===== src/rtl/fp_list_xfer.sv =====
module fp_list_xfer #(
  parameter int NREG = 8,
  parameter int WORD = 32,
  parameter int WPR  = 3,
  parameter int AW   = 32
) (
  input  logic            clk,
  input  logic            rst_n,
  input  logic            start,
  input  logic [15:0]     ext_word,
  input  logic            predec,
  input  logic [AW-1:0]   start_addr,
  output logic [2:0]      dreg_sel,
  input  logic [NREG-1:0] dreg_val,
  output logic            mem_req,
  output logic            mem_we,
  output logic [AW-1:0]   mem_addr,
  output logic [WORD-1:0] mem_wdata,
  input  logic [WORD-1:0] mem_rdata,
  input  logic            mem_ack,
  input  logic            mem_fault,
  output logic            done,
  output logic            fault,
  output logic [AW-1:0]   final_addr
);
  localparam int IW   = $clog2(NREG);
  localparam int WSW  = $clog2(WPR);
  localparam int REGW = WORD * WPR;
  localparam int WB   = WORD / 8;
  localparam int STEP = WB * WPR;

  typedef enum logic [1:0] {IDLE, SCAN, XFER} st_t;
  st_t st;

  logic [REGW-1:0] rf [NREG];
  logic [NREG-1:0] mask_q;
  logic [IW-1:0]   idx, cnt;
  logic [WSW-1:0]  wsel;
  logic [AW-1:0]   addr_q;
  logic            pd_q, store_q, done_q, fault_q;
  logic            last;

  wire unused_ext = ^{ext_word[15:14], ext_word[12], ext_word[10:8]};

  assign dreg_sel   = ext_word[6:4];
  assign mem_req    = (st == XFER);
  assign mem_we     = store_q;
  assign mem_addr   = addr_q + AW'(wsel) * AW'(WB);
  assign mem_wdata  = rf[idx][(WPR-1-int'(wsel))*WORD +: WORD];
  assign done       = done_q;
  assign fault      = fault_q;
  assign final_addr = addr_q;
  assign last       = (cnt == IW'(NREG-1));

  always_ff @(posedge clk) begin
    if (!rst_n) begin
      st      <= IDLE;
      mask_q  <= '0;
      idx     <= '0;
      cnt     <= '0;
      wsel    <= '0;
      addr_q  <= '0;
      pd_q    <= 1'b0;
      store_q <= 1'b0;
      done_q  <= 1'b0;
      fault_q <= 1'b0;
      for (int r = 0; r < NREG; r++) rf[r] <= '0;
    end else begin
      done_q  <= 1'b0;
      fault_q <= 1'b0;
      case (st)
        IDLE: if (start) begin
          mask_q  <= ext_word[11] ? dreg_val : ext_word[NREG-1:0];
          pd_q    <= predec;
          store_q <= ext_word[13];
          addr_q  <= start_addr;
          idx     <= predec ? IW'(NREG-1) : '0;
          cnt     <= '0;
          st      <= SCAN;
        end
        SCAN: begin
          if (mask_q[NREG-1]) begin
            if (pd_q) addr_q <= addr_q - AW'(STEP);
            wsel <= '0;
            st   <= XFER;
          end else begin
            mask_q <= mask_q << 1;
            if (last) begin
              done_q <= 1'b1;
              st     <= IDLE;
            end else begin
              cnt <= cnt + 1'b1;
              idx <= pd_q ? idx - 1'b1 : idx + 1'b1;
            end
          end
        end
        XFER: begin
          if (mem_fault) begin
            done_q  <= 1'b1;
            fault_q <= 1'b1;
            st      <= IDLE;
          end else if (mem_ack) begin
            if (!store_q) rf[idx][(WPR-1-int'(wsel))*WORD +: WORD] <= mem_rdata;
            if (wsel == WSW'(WPR-1)) begin
              if (!pd_q) addr_q <= addr_q + AW'(STEP);
              mask_q <= mask_q << 1;
              if (last) begin
                done_q <= 1'b1;
                st     <= IDLE;
              end else begin
                cnt <= cnt + 1'b1;
                idx <= pd_q ? idx - 1'b1 : idx + 1'b1;
                st  <= SCAN;
              end
            end else begin
              wsel <= wsel + 1'b1;
            end
          end
        end
        default: st <= IDLE;
      endcase
    end
  end
endmodule


===== config.mk =====
export PLATFORM = sky130hd
export DESIGN_NAME = fp_list_xfer
export DESIGN_NICKNAME = d
export VERILOG_FILES = /design/src/rtl/fp_list_xfer.sv
export SDC_FILE = /design/constraint.sdc
export NUM_CORES = 1
export LEC_CHECK = 0
export BUFFER_PORTS_ARGS = -buffer_cell sky130_fd_sc_hd__buf_4
export CORE_ASPECT_RATIO = 1.2
export CORE_MARGIN = 2
export CORE_UTILIZATION = 40
export DETAILED_ROUTE_END_ITERATION = 10
export PLACE_DENSITY = 0.54
export SLEW_MARGIN = 20
export SYNTH_ARGS = -nofsm -noshare
export SYNTH_HDL_FRONTEND = slang
export SYNTH_SLANG_ARGS = --single-unit

===== constraint.sdc =====
create_clock -name clk -period 4 [get_ports clk]
set_input_delay 0.4 -clock clk [delete_from_list [all_inputs] [get_ports clk]]
set_output_delay 0.4 -clock clk [all_outputs]
set_load 0.01 [all_outputs]

==> impl_metrics.csv <==
group,metric,value,unit
routing,via_count,24600,
yosys,ys_seq_area_share,64.0,%
clock_network,numCtsBuffers,85,
routing,ant_nets,0,
clock_network,clk_latency,0.65,ns
sta,setup_viol,0,
global_routing,grt_pass1_vias,25300,
pwr,vdd_drop_max,0.303,mV
pwr,netSwitchingFraction,29.1,%
placed_design,portBuffers,190,
outcome,run_status,"finished, final reports clean",
placed_design,routabilityCongestion,0.837,
yosys,synth_nets,2939,
final_layout,seqCellArea,0.0242,mm²
setup_path,r2r_end,"final_addr[28]$_SDFFE_PN0P_",
pwr,power_leakage,14.9,nW
yosys,yosysTopAreaCellShare,61.0,%
setup_path,r2r-start,"st[0]$_SDFFE_PN0P_",
floorplan,core_region_area,0.0937,mm²
floorplan,die_height,341,µm
floorplan,initial_utilization,40.3,%
floorplan,fp.dieArea,0.0970,mm²
yosys,synthArstFlopShare,0,%
yosys,synth_cells,2800,
pwr,cellPowerDensity,570,mW/mm²
final_layout,final_nets,3114,
yosys,synth_flop_cell,"edfxtp_1",
setup_path,worst_ep_arrival_time,3.37,ns
routing,routedWlPerCell,26.9,µm
setup_path,required,3.60,ns
routing,vias_per_cell,5.74,
routing,drc,0,
global_routing,grt_pass1_wl,169000,µm
pwr,p_int,17.7,mW
sta,worst_hold_slack,0.0457,ns
clock_network,cts.sinks,825,
yosys,yosysUniqueCellTypes,70,
setup_path,reg2reg_slack,0.31,ns
routing,drt-pass1-iter-count,8,
floorplan,rows,123,
pwr,pwr-share-seq,41.2,%
clock_network,htreeDepth,3,
sta,maxSlewViolCount,0,
sta,fmaxAchievable,265,MHz
setup_path,crit_buf_inv,3,
setup_path,cp_max_fo,33,
sta,worst_pin_slew,0.860,ns
routing,wirelength,115000,µm
routing,drt_iter0_drc,2475,
pwr,power_switching,7.27,mW
clock_network,cts_tree,"built",
final_layout,drive_above_1_share,23.1,%
setup_path,startpoint_type,"flip-flop",
yosys,yosysWarnings,0,
setup_path,rr_worst_depth,13,
clock_network,cts_buffer_depth,3,
pwr,p_clk_share,32.8,%
placed_design,dp.final_hpwl,69700,µm
pwr,pwr-share-comb,26.0,%
yosys,avgSynthCellArea,13.5,µm²
sta,finClkSkew,0.0206,ns
clock_network,cts.reportedPaths.clkPinSlew,0.06,ns
global_routing,overflow,0,
sta,grt_setup_unrepaired,"false",
floorplan,io_pins,197,
global_routing,grt_max_degree,65,
worst_hold_path,hold_class,"in2reg",
setup_path,cp_common_cell,"buf_4",
yosys,synth_edf_count,768,
yosys,synthTopCellsByArea,"edfxtp_1 61%, mux4_2 13%, nor2_1 8.6%, dfxtp_1 3.0%, nand2_1 2.1%",
setup_path,critPathKind,"reg2out",
worst_hold_path,worst_hold_startpoint,"start_addr[21]",
setup_path,critPathTopFamily,"buffers and inverters",
yosys,syn-cell-area,0.0378,mm²
clock_network,cts_root_buf,"clkbuf_16",
yosys,synth-seq-cells,825,
job,cap_viol_max_count,0,
setup_path,crit_path_end_kind,"primary output",
yosys,synth_top_area_cell,"edfxtp_1",
final_layout,multi_input_area,0.0128,mm²
global_routing,antenna_found_initial,3,
setup_path,slowest_stage,"buf_4",
final_layout,fill_cells,8301,
sta,post-route-min-period,3.77,ns
floorplan,die_w,285,µm
sta,finalCritPeriodShare,94.2,%
sta,slew_headroom,42.7,%
final_layout,area_growth,16.0,%
worst_hold_path,hold_depth,3,
sta,fin_setup_tns,0,ns
setup_path,worstPathCellList,"buf_4, buf_4, mux4_2, mux2_2, a22oi_1, nor2_1, buf_4",
global_routing,grt_util_all_layers,23.8,%
sta,hold_viol_final,0,
worst_hold_path,hold_end,"final_addr[21]$_SDFFE_PN0P_",
setup_path,cpPeakStageDelay,0.58,ns
==> Yosys cell counts, types with 20 or more instances <==
master and count:
edfxtp_1 768, o21ai_0 28, nand3_1 21, mux4_2 224
dfxtp_1 57, nor2_1 866, mux2_2 38, ha_1 43
xnor2_1 40, a22oi_1 35, nor3_1 22, nand2_1 207
buf_2 20, clkbuf_1 141, a21oi_1 65
==> cells by family after synthesis <==
logic type	after synthesis	synth area share, %
AOI/OAI and AO/OA	219	3.83
xor gates and xnor gates	58	1.34
adders and majority gates	45	1.53
buffers and inverters	212	2.37
muxes	275	14.8
DFF	825	64.0
and+or+nand+nor	1166	12.1
==> metrics by stage <==
step                area [µm²]  utilization, %  power (mW)  worst slack (ns)  instances
finish                   43900            46.8        25.0             0.230       4293
global route             43900            46.8        26.0            0.0595       4293
CTS                      43900            46.8        25.2            0.0517       4292
detailed placement       41000            43.8        17.0             0.362       4135
global placement         41000            43.8        16.9             0.363       4135
floorplan                37800               -        14.7             0.469       2800
==> repair_timing <==
item	CTS	global route
setup buffers	0	0
resized for setup	0	3
endpoints found under the setup margin	0	4
endpoints found under the hold margin	3	0
hold buffers	3	0
==> metal layers <==
metal  GRT usage (%)  share of wire [%]  wire, µm  vias to the layer above
li1                -                  -         -                    10700
met1            30.3                 39     44500                    12700
met2            41.4                 51     58600                     1054
met3            3.82                7.7      8840                      205
met4            8.02                3.0      3430                        2
met5               0              0.010        12                        -
==> cell usage in the layout (no fill, tap or decap), types with 38 or more instances in the layout <==
| cell type | count |
|---|---|
| nor2_1 | 863 |
| edfxtp_1 | 768 |
| buf_4 | 251 |
| mux4_2 | 224 |
| nand2_1 | 187 |
| clkbuf_16 | 85 |
| a21oi_1 | 65 |
| dfxtp_1 | 53 |
| ha_1 | 42 |
| xnor2_1 | 40 |
| mux2_2 | 38 |
==> power by group through the flow <==
stage / sequential (mW) / clock, mW / combinational (mW)
2_1_floorplan: 10.3 / 0 / 4.42
3_5_place_dp: 10.5 / 0 / 6.49
5_1_grt: 10.4 / 8.64 / 6.99
4_1_cts: 10.3 / 8.32 / 6.53
3_3_place_gp: 10.5 / 0 / 6.47
6_report: 10.3 / 8.19 / 6.49
==> worst reg2reg max path, stage by stage (launching register included) <==
cell and delay [ns]:
dfxtp_1 0.39, inv_1 0.10, ha_1 0.23, inv_2 0.38, ha_1 0.38, and3_1 0.20, and3b_1 0.16, a311oi_1 0.51
a211o_1 0.27, a31oi_1 0.15, and3_1 0.22, o21ai_1 0.15, mux2_1 0.33, a31oi_1 0.15
==> layout make-up <==
class | count | area share (%)
sequential | 825 | 55.2
multi-input combinational | 1763 | 29.2
timing repair buffer | 278 | 5.46
clock buffer | 110 | 5.08
tap | 1250 | 3.56
clock inverter | 44 | 1.33
inverter | 22 | 0.188
antenna | 1 | 0.00570
==> sequential cells by signal, indices dropped and copies added, names as in the netlist, 2 cells and up, named ones only <==
register	cells
final_addr	32
idx	3
cnt	3
wsel	2
mask_q	8
rf	768
st	2
==> worst max-delay path by stage <==
stage | depth (start not counted) | endpoint | startpoint
finish | 7 | mem_wdata[6] | flip-flop
CTS | 11 | mem_addr[30] | wsel[0]$_SDFFE_PN0P_
global placement | 13 | final_addr[28]$_SDFFE_PN0P_ | st[0]$_SDFFE_PN0P_
detailed placement | 13 | final_addr[28]$_SDFFE_PN0P_ | st[0]$_SDFFE_PN0P_
floorplan | 15 | final_addr[31]$_SDFFE_PN0P_ | st[0]$_SDFFE_PN0P_
global route | 13 | final_addr[28]$_SDFFE_PN0P_ | st[0]$_SDFFE_PN0P_
Power figures use the tool's default switching activity.
